**config.mk**
```make
export PLATFORM = sky130hd
export DESIGN_NAME = csw_cyclic_wake
export DESIGN_NICKNAME = d
export VERILOG_FILES = /design/src/rtl/csw_pkg.sv /design/src/rtl/csw_ctrl_reg.sv /design/src/rtl/csw_period_timer.sv /design/src/rtl/csw_pulse_gen.sv /design/src/rtl/csw_wake_detect.sv /design/src/rtl/csw_cyclic_wake.sv
export SDC_FILE = /design/constraint.sdc
export NUM_CORES = 1
export LEC_CHECK = 0
export BUFFER_PORTS_ARGS = -buffer_cell sky130_fd_sc_hd__buf_2
export CELL_PAD_IN_SITES_DETAIL_PLACEMENT = 0
export CELL_PAD_IN_SITES_GLOBAL_PLACEMENT = 1
export CORE_AREA = 2 2 95 97
export DETAILED_ROUTE_END_ITERATION = 8
export DIE_AREA = 0 0 97 99
export GPL_TIMING_DRIVEN = 0
export HOLD_SLACK_MARGIN = 0.15
export PLACE_DENSITY = 0.65
export SYNTH_ARGS = -nofsm -noshare
export SYNTH_HDL_FRONTEND = slang
export SYNTH_SLANG_ARGS = --single-unit
```
**constraint.sdc**
```tcl
create_clock -name clk -period 3 [get_ports clk]
set_clock_uncertainty 0.1 [all_clocks]
set_input_delay 0.6 -clock clk [delete_from_list [all_inputs] [get_ports clk]]
set_output_delay 0.6 -clock clk [all_outputs]
set_load 0.01 [all_outputs]
```
**src/rtl/csw_pkg.sv**
```systemverilog
package csw_pkg;

    // Control register layout: bit 2 sense, bit 1 forced wake, bit 0 cyclic.
    typedef struct packed {
        logic sense_en;
        logic fwu_en;
        logic cyc_en;
    } csw_ctrl_t;

    // Event source flags: bit 1 forced, bit 0 sensed.
    typedef struct packed {
        logic forced;
        logic sensed;
    } csw_cause_t;

    localparam int unsigned CSW_SAMPLE_LEAD = 10;
    localparam int unsigned CSW_SEL_W       = 3;

    // Nominal cycle length in microseconds for each select code.
    function automatic int unsigned csw_period_us(input logic [CSW_SEL_W-1:0] sel);
        int unsigned us;
        case (sel)
            3'd0:    us = 4600;
            3'd1:    us = 9250;
            3'd2:    us = 18500;
            3'd3:    us = 37000;
            3'd4:    us = 74000;
            3'd5:    us = 95500;
            3'd6:    us = 191000;
            default: us = 388000;
        endcase
        return us;
    endfunction

    function automatic int unsigned csw_period_ticks(input logic [CSW_SEL_W-1:0] sel,
                                                     input int unsigned div);
        return csw_period_us(sel) / div;
    endfunction

endpackage

```
**src/rtl/csw_ctrl_reg.sv**
```systemverilog
module csw_ctrl_reg
    import csw_pkg::*;
(
    input  logic      clk,
    input  logic      rst,
    input  logic      mode_rst,
    input  logic      cfg_we,
    input  csw_ctrl_t cfg_wdata,
    output csw_ctrl_t ctrl
);

    always_ff @(posedge clk) begin
        if (rst || mode_rst) begin
            ctrl <= '0;
        end else if (cfg_we) begin
            ctrl <= cfg_wdata;
        end
    end

    // A mode-transition reset always leaves the register cleared.
    assert_mode_clear_R11: assert property (@(posedge clk) disable iff (rst)
        $past(mode_rst) |-> (ctrl == '0));

endmodule

```
**src/rtl/csw_period_timer.sv**
```systemverilog
module csw_period_timer
    import csw_pkg::*;
#(
    parameter int unsigned PERIOD_DIV = 1,
    parameter int unsigned CNT_W      = 19
) (
    input  logic                 clk,
    input  logic                 rst,
    input  logic                 tick,
    input  logic                 lp_mode,
    input  logic [CSW_SEL_W-1:0] period_sel,
    output logic [CNT_W-1:0]     cnt,
    output logic                 cycle_end
);

    logic [CNT_W-1:0] per_lat;
    logic [CNT_W-1:0] sel_ticks;

    assign sel_ticks = CNT_W'(csw_period_ticks(period_sel, PERIOD_DIV));
    assign cycle_end = lp_mode && tick && (cnt == per_lat - CNT_W'(1));

    always_ff @(posedge clk) begin
        if (rst) begin
            cnt     <= '0;
            per_lat <= CNT_W'(csw_period_ticks(3'd0, PERIOD_DIV));
        end else if (!lp_mode) begin
            cnt     <= '0;
            per_lat <= sel_ticks;
        end else if (tick) begin
            if (cnt == per_lat - CNT_W'(1)) begin
                cnt     <= '0;
                per_lat <= sel_ticks;
            end else begin
                cnt <= cnt + CNT_W'(1);
            end
        end
    end

    assert_cnt_in_period_R1: assert property (@(posedge clk) disable iff (rst)
        cnt < per_lat);

    assert_wrap_to_zero_R1: assert property (@(posedge clk) disable iff (rst)
        cycle_end |=> (cnt == '0));

    // The latched period only moves at a cycle start or outside low power.
    assert_period_hold_R10: assert property (@(posedge clk) disable iff (rst)
        ($past(lp_mode) && !$past(cycle_end)) |-> $stable(per_lat));

endmodule

```
**src/rtl/csw_pulse_gen.sv**
```systemverilog
module csw_pulse_gen
    import csw_pkg::*;
#(
    parameter int unsigned PULSE_TICKS = 200,
    parameter int unsigned CNT_W       = 19
) (
    input  logic             clk,
    input  logic             rst,
    input  logic             tick,
    input  logic             lp_mode,
    input  csw_ctrl_t        ctrl,
    input  logic [CNT_W-1:0] cnt,
    output logic             hs_drive,
    output logic             samp_now,
    output logic             sample_stb
);

    localparam logic [CNT_W-1:0] SAMP_AT = CNT_W'(PULSE_TICKS - CSW_SAMPLE_LEAD - 1);
    localparam logic [CNT_W-1:0] PULSE_W = CNT_W'(PULSE_TICKS);

    assign hs_drive = lp_mode && ctrl.cyc_en && (cnt < PULSE_W);
    assign samp_now = lp_mode && tick && ctrl.cyc_en && ctrl.sense_en && (cnt == SAMP_AT);

    always_ff @(posedge clk) begin
        if (rst) begin
            sample_stb <= 1'b0;
        end else begin
            sample_stb <= samp_now;
        end
    end

    assert_strobe_in_pulse_R4: assert property (@(posedge clk) disable iff (rst)
        sample_stb |-> $past(hs_drive));

    assert_no_strobe_unsensed_R4: assert property (@(posedge clk) disable iff (rst)
        !$past(ctrl.sense_en) |-> !sample_stb);

endmodule

```
**src/rtl/csw_wake_detect.sv**
```systemverilog
module csw_wake_detect
    import csw_pkg::*;
#(
    parameter int unsigned NUM_WAKE = 4
) (
    input  logic                clk,
    input  logic                rst,
    input  logic                lp_mode,
    input  csw_ctrl_t           ctrl,
    input  logic                samp_now,
    input  logic                cycle_end,
    input  logic [NUM_WAKE-1:0] wake_in,
    output logic                wake_evt,
    output csw_cause_t          wake_cause
);

    logic [NUM_WAKE-1:0] ref_q;
    logic                ref_ok;
    logic [NUM_WAKE-1:0] chg;
    logic                sense_hit;
    logic                forced_hit;

    for (genvar g = 0; g < NUM_WAKE; g++) begin : g_cmp
        assign chg[g] = wake_in[g] ^ ref_q[g];
    end

    assign sense_hit  = samp_now && ref_ok && (|chg);
    assign forced_hit = ctrl.fwu_en && cycle_end;

    always_ff @(posedge clk) begin
        if (rst) begin
            ref_q      <= '0;
            ref_ok     <= 1'b0;
            wake_evt   <= 1'b0;
            wake_cause <= '0;
        end else begin
            if (!lp_mode || !ctrl.sense_en || !ctrl.cyc_en) begin
                ref_ok <= 1'b0;
            end else if (samp_now) begin
                ref_q  <= wake_in;
                ref_ok <= 1'b1;
            end
            wake_evt          <= sense_hit || forced_hit;
            wake_cause.forced <= forced_hit;
            wake_cause.sensed <= sense_hit;
        end
    end

    assert_cause_matches_evt_R8: assert property (@(posedge clk) disable iff (rst)
        wake_evt == (wake_cause != '0));

    assert_sensed_at_strobe_R6: assert property (@(posedge clk) disable iff (rst)
        wake_cause.sensed |-> $past(samp_now));

    assert_single_pulse_R12: assert property (@(posedge clk) disable iff (rst)
        wake_evt |=> !wake_evt);

endmodule

```
**src/rtl/csw_cyclic_wake.sv**
```systemverilog
module csw_cyclic_wake
    import csw_pkg::*;
#(
    parameter int unsigned PERIOD_DIV  = 1,
    parameter int unsigned PULSE_TICKS = 200,
    parameter int unsigned NUM_WAKE    = 4
) (
    input  logic                clk,
    input  logic                rst,
    input  logic                tick_us,
    input  logic                lp_mode,
    input  logic [2:0]          period_sel,
    input  logic                cfg_we,
    input  logic [2:0]          cfg_wdata,
    input  logic                mode_rst,
    input  logic [NUM_WAKE-1:0] wake_in,
    output logic [2:0]          ctrl_q,
    output logic                hs_drive,
    output logic                sample_stb,
    output logic                wake_evt,
    output logic [1:0]          wake_cause
);

    localparam int unsigned MAX_TICKS = csw_period_ticks(3'd7, PERIOD_DIV);
    localparam int unsigned CNT_W     = $clog2(MAX_TICKS + 1);

    csw_ctrl_t        ctrl;
    csw_cause_t       cause;
    logic [CNT_W-1:0] cnt;
    logic             cycle_end;
    logic             samp_now;

    csw_ctrl_reg u_ctrl (
        .clk       (clk),
        .rst       (rst),
        .mode_rst  (mode_rst),
        .cfg_we    (cfg_we),
        .cfg_wdata (csw_ctrl_t'(cfg_wdata)),
        .ctrl      (ctrl)
    );

    csw_period_timer #(
        .PERIOD_DIV (PERIOD_DIV),
        .CNT_W      (CNT_W)
    ) u_timer (
        .clk        (clk),
        .rst        (rst),
        .tick       (tick_us),
        .lp_mode    (lp_mode),
        .period_sel (period_sel),
        .cnt        (cnt),
        .cycle_end  (cycle_end)
    );

    csw_pulse_gen #(
        .PULSE_TICKS (PULSE_TICKS),
        .CNT_W       (CNT_W)
    ) u_pulse (
        .clk        (clk),
        .rst        (rst),
        .tick       (tick_us),
        .lp_mode    (lp_mode),
        .ctrl       (ctrl),
        .cnt        (cnt),
        .hs_drive   (hs_drive),
        .samp_now   (samp_now),
        .sample_stb (sample_stb)
    );

    csw_wake_detect #(
        .NUM_WAKE (NUM_WAKE)
    ) u_wake (
        .clk        (clk),
        .rst        (rst),
        .lp_mode    (lp_mode),
        .ctrl       (ctrl),
        .samp_now   (samp_now),
        .cycle_end  (cycle_end),
        .wake_in    (wake_in),
        .wake_evt   (wake_evt),
        .wake_cause (cause)
    );

    assign ctrl_q     = ctrl;
    assign wake_cause = cause;

    initial begin
        assert_pulse_fits_R2: assert (PULSE_TICKS > CSW_SAMPLE_LEAD &&
                                      PULSE_TICKS < csw_period_ticks(3'd0, PERIOD_DIV));
    end

    // No event is ever produced from a clock spent outside low power.
    assert_evt_needs_lp_R9: assert property (@(posedge clk) disable iff (rst)
        wake_evt |-> $past(lp_mode));

endmodule

```
## Yosys cells after proc, flatten, opt, wreduce, memory -nomap -nowiden

Cells that the tools add are included.

| operators by class | value |
|---|---|
| add/subtract/negate cells | 2 |
| order comparisons | 1 |
| equal/unequal tests | 10 |
| mux-type cells | 5 |
| bitwise gates (word level) | 6 |
| reduce and logical (&&, ||, !) cells | 23 |

Operator list:

| cell | count |
|---|---|
| 19-bit case mux with 7 select lines | 1 |
| 19-bit two-way mux | 4 |
| 19-bit by 1-bit adder with 19-bit output (second input constant) | 1 |
| 19-bit equality test | 1 |
| 19-bit by 8-bit equality test with 1-bit output (second input constant) | 1 |
| 19-bit by 8-bit < comparator with 1-bit output (second input constant) | 1 |
| 19-bit by 1-bit subtractor with 19-bit output (second input constant) | 1 |
| 1-bit logical AND | 10 |
| 3-bit equality test (second input constant) | 3 |
| 3-bit by 2-bit equality test with 1-bit output (second input constant) | 2 |
| 1-bit logical OR | 4 |
| 2-bit AND reduction | 2 |
| 2-bit OR reduction | 2 |
| 4-bit OR reduction | 1 |
| 1-bit XOR | 4 |
| 3-bit by 1-bit equality test with 1-bit output (second input constant) | 1 |
| 1-bit zero test | 3 |
| 3-bit zero test | 1 |
| 2-bit by 1-bit != test with 1-bit output (second input constant) | 1 |
| 2-bit != test (second input constant) | 1 |
| 1-bit NOT | 2 |

| word-level totals | value |
|---|---|
| bits in registers | 50 |
| bits of input ports | 16 |
| output and inout port bits | 8 |
| word-level logic and storage cells | 58 |

## Logic depth before layout (Yosys ltp)

| depth | value |
|---|---|
| depth after elaboration | 7 |
| mapped depth | 11 |
| gate-level depth less buffers | 9 |

## Modules after synthesis

Synthesis repeated with hierarchy kept, for this count alone.

| unflattened totals | value |
|---|---|
| cell total of the unflattened synthesis | 326 |
| area total of the unflattened synthesis | 2917.8 um^2 |

Modules (own cells, without submodules):

| module | times used | cells each | area an instance (um^2) | sequential area each (um^2) |
|---|---|---|---|---|
| csw_period_timer | 1 | 271 | 2357.3 | 740.7 |
| csw_wake_detect | 1 | 31 | 311.5 | 160.2 |
| csw_pulse_gen | 1 | 15 | 143.9 | 20.0 |
| csw_ctrl_reg | 1 | 9 | 105.1 | 60.1 |

## Worst setup path after synthesis

Ideal clock, no wire load.

| path | value |
|---|---|
| kind | reg2reg |
| start point | register u_timer.per_lat[1] |
| end point | register u_timer.per_lat[12] |
| library setup time | 0.122 ns |
| arrival | 2.339 ns |
| required time | 2.778 ns |
| slack | 0.439 ns |
| cell stages (with the launch flop) | 10 |
| buffers on the path | 0 |
| period minus slack after synthesis | 2.561 ns |
| cell sequence | dfxtp_1 > inv_1 > ha_1 > nor4b_2 > a21oi_1 > mux2i_1 > nor4bb_1 > nand4_1 > a21o_2 > o32a_1 |

| on the way | value |
|---|---|
| word-level cells in the longest chain between the ends | 4 |

Ends and longest elaborated chain:

| element | line | text |
|---|---|---|
| start: declaration | csw_period_timer.sv:16 | `logic [CNT_W-1:0] per_lat;` |
| start signal: assignment | csw_period_timer.sv:25 | `per_lat <= CNT_W'(csw_period_ticks(3'd0, PERIOD_DIV));` |
| start signal: assignment | csw_period_timer.sv:28 | `per_lat <= sel_ticks;` |
| start signal: assignment | csw_period_timer.sv:32 | `per_lat <= sel_ticks;` |
| 19-bit by 1-bit subtractor with 19-bit output | csw_period_timer.sv:30 | `if (cnt == per_lat - CNT_W'(1)) begin` |
| 19-bit equality test | csw_period_timer.sv:30 |  |
| 2-bit by 1-bit != test with 1-bit output (no source line) | -- |  |
| 2-bit AND reduction (no source line) | -- |  |

No other way between the ends.
A chain may end at the register's enable or synchronous reset.

## Worst setup path after layout

| path | value |
|---|---|
| start point | input port lp_mode |
| end point | output port hs_drive |

| on the way | value |
|---|---|
| word-level cells in the longest chain between the ends | 2 |

Ends and longest elaborated chain:

| element | line | text |
|---|---|---|
| start: declaration | csw_cyclic_wake.sv:11 | `input logic lp_mode,` |
| 1-bit logical AND (2 in series) | csw_pulse_gen.sv:21 | `assign hs_drive = lp_mode && ctrl.cyc_en && (cnt < PULSE_W);` |
| end: declaration | csw_cyclic_wake.sv:18 | `output logic hs_drive,` |

No other way between the ends.

==> impl_metrics.py <==
metrics = {
    "yosys": {
        "synthCells": 323,
        "synth_cell_types": 63,
        "yosysWarnings": 0,
        "syn_area_per_cell_um2": 8.60,
        "syn_area_mm2": 0.00278,
        "async_flop_share_pct": 0,
        "ys_seq_area_share_pct": 35.3,
        "synth_fp_nets": 342,
        "synth_ff_type": "dfxtp_1",
        "synth_edf_count": 0,
        "ys_seq_elements": 49,
    },
    "floorplanning": {
        "die_y_um": 99,
        "dieArea_mm2": 0.00960,
        "num_rows": 34,
        "fp.coreArea_mm2": 0.00855,
        "die_x_um": 97,
        "start_util_pct": 32.5,
        "ios": 24,
    },
    "setup_path": {
        "critPathSlowestCell": "or4b_2",
        "cp-startpoint": "lp_mode",
        "crit_path_start_kind": "input port",
        "end_kind": "primary output",
        "path_buf_inv": 2,
        "required_ns": 2.30,
        "timing.rr.start": "u_timer.per_lat[12]$_SDFFE_PP1P_",
        "cp_common_cell": "buf_2",
        "crit_chain": "buf_2, or4b_2, nor4_2, nand4b_1, a31oi_1, buf_2",
        "critPathKind": "in -> out",
        "crit_arrival_ns": 2.15,
        "path_delay_family": "simple AND/OR/NAND/NOR gates",
        "max_stage_delay_ns": 0.61,
        "cp_max_fo": 6,
    },
    "grt": {
        "grt_start_max_net_pins": 17,
        "overflow": 0,
        "antenna_found_initial": 0,
        "grt_use_total_pct": 15.9,
        "grt_pass1_wl_um": 12400,
        "first_global_vias": 2387,
    },
    "place": {
        "port_buffers": 21,
        "gp_congestion": 0.880,
        "placedCellCount": 452,
        "place_area_mm2": 0.00302,
        "dpl_worst_slack_ns": -0.229,
        "place_hpwl_um": 5520,
    },
    "pwr": {
        "p_total_mw": 1.30,
        "powerDensity_mw_per_mm2": 403,
        "power.leakage_nw": 1.18,
        "irDropWorstVdd_mv": 0.290,
    },
    "routing": {
        "drc": 0,
        "dr.pass1.iters": 4,
        "vias": 2418,
        "post_drt_via_cell_ratio": 5.23,
        "wirelength_um": 7310,
        "routedWlPerCell_um": 15.8,
        "drt_iter0_drc": 114,
        "ant_nets": 0,
    },
    "timing": {
        "tns_ns": 0,
        "min_period_ns": 2.85,
        "clock.fmax_mhz": 350,
        "tightest_slew_ns": 0.609,
        "final_hold_viol_count": 0,
        "fin_hold_ws_ns": 0.367,
        "final.period_utilization_pct": 95.1,
        "setup_violations": 0,
        "worst_slack_ns": 0.146,
        "drv_slew": 0,
        "relSlewSlack_pct": 59.4,
        "rsz0062_at_grt": "no",
    },
    "final_layout": {
        "nets": 372,
        "nFillCells": 898,
        "diodes": 0,
        "multi_input_area_mm2": 0.00175,
        "fin_area_mm2": 0.00323,
        "utilization_pct": 37.8,
        "drive_above_1_share_pct": 18.4,
        "seq_area_um2": 982,
        "area_growth_pct": 16.3,
        "final_cells": 462,
    },
    "clock_network": {
        "cts_tree": "done",
        "cts_max_path_buffers": 2,
        "cts.sinks": 49,
        "ctsHoldBuffers": 0,
        "clk_latency_ns": 0.31,
        "cts_buffers": 5,
        "clock-root-buffer": "clkbuf_8",
        "htreeDepth": 2,
        "path_clk_slew_ns": 0.10,
    },
    "flow_run": {
        "cap_violations": 0,
    },
    "worst_hold_path": {
        "hp-class": "in -> reg",
        "min_from": "mode_rst",
    },
    "outcome": {
        "status": "completed",
    },
}
==> Yosys cell counts, types with 7 or more instances <==
master	number	area share [%]
dfxtp_1	49	35
inv_1	9	1.2
mux2i_1	11	4.0
nand3_1	16	2.9
nand4_1	11	2.5
clkbuf_1	10	1.4
nor3_1	11	2.0
a21oi_1	7	1.3
nor2_1	40	5.4
xor2_1	25	7.9
nand2_1	16	2.2
xnor2_1	16	5.0
==> worst register-to-register path, stage by stage (launching register included) <==
cell and delay [ns]:
dfxtp_1 0.40, or4_4 0.60, xor2_1 0.18, or3_1 0.32
a211oi_2 0.27, nand4_1 0.17, clkbuf_4 0.24, nand2_4 0.15
buf_6 0.18, o32ai_1 0.10
==> area by class of cell <==
| class | instances | share of cell area, % |
|---|---|---|
| buffer | 16 | 3.06 |
| clock buffer | 6 | 2.56 |
| clock inverter | 2 | 0.504 |
| inverter | 9 | 1.05 |
| multi-input combinational | 247 | 54.0 |
| sequential | 49 | 30.4 |
| tap | 108 | 4.18 |
| timing repair buffer | 25 | 4.18 |
==> flip-flops by register name (all words and copies together) (netlist names) <==
name / cells
u_wake.wake_cause: 2
u_wake.wake_evt: 1
u_ctrl.ctrl: 3
u_wake.ref_ok: 1
u_timer.per_lat: 18
u_wake.ref_q: 4
u_timer.cnt: 19
u_pulse.sample_stb: 1
==> per-layer routing <==
| metal | routed length, um | track usage (%) | vias to the layer above |
|---|---|---|---|
| li1 | - | - | 1230 |
| met1 | 3700 | 21.9 | 1151 |
| met2 | 3330 | 25.9 | 29 |
| met3 | 147 | 2.41 | 8 |
| met4 | 127 | 4.77 | 0 |
| met5 | 0 | 0 | - |
==> placed cells by master (no fill, tap or decap), types with 2 or more instances in the layout <==
master,netlist,layout
a21oi_1,7,7
buf_2,1,21
nor2_1,40,40
nor4_1,6,5
o22ai_1,2,2
o21ai_0,6,5
ha_1,3,3
xor2_1,25,25
buf_6,3,4
clkbuf_1,10,8
nand4_1,11,11
mux2i_1,11,11
o32a_1,2,2
inv_1,9,9
o21ai_1,4,5
a211oi_2,2,2
nand2_1,16,16
xnor2_1,16,16
o32ai_1,2,2
buf_4,2,5
nand2b_1,3,3
dfxtp_1,49,48
nor3_1,11,10
nand4b_1,2,2
clkbuf_8,0,6
and3_1,6,6
or4_4,2,2
o211ai_1,3,3
nand3_1,16,16
or3_1,5,5
o22a_1,4,4
nor4b_4,0,2
or4_1,2,2
nor2b_1,5,5
nor3_2,1,2
o31ai_1,5,3
a31oi_1,3,3
==> power by group <==
group	internal (mW)	total, mW	switching (mW)
clock network	0.191	0.437	0.246
logic	0.0746	0.172	0.0970
registers	0.667	0.694	0.0275
==> what timing repair did <==
action                     CTS  global route
pin swaps                    0             3
setup endpoints to repair   29            32
gates resized for setup      6            10
buffers inserted             1             3
==> worst paths after layout <==
| check | endpoint | slack [ns] | cells after the start |
|---|---|---|---|
| worst max-delay path | hs_drive | 0.15 | 6 |
| worst min-delay path | u_ctrl.ctrl[0]$_SDFFE_PP0P_ | 0.37 | 2 |
| worst max register to register | u_timer.per_lat[1]$_SDFFE_PP0P_ | 0.16 | 9 |
| worst min register to register | u_timer.per_lat[18]$_SDFFE_PP0P_ | 0.39 | 2 |
==> logic make-up after synthesis <==
logic type / after synthesis / share of synthesized area [%]
AOI/OAI and AO/OA: 52 / 14.1
xor gates and xnor gates: 41 / 12.9
adders and majority gates: 3 / 1.35
buffers and inverters: 27 / 4.82
DFF: 49 / 35.3
muxes: 12 / 4.37
and+or+nand+nor: 139 / 27.1
No activity file was read; power rests on OpenSTA's default activity.
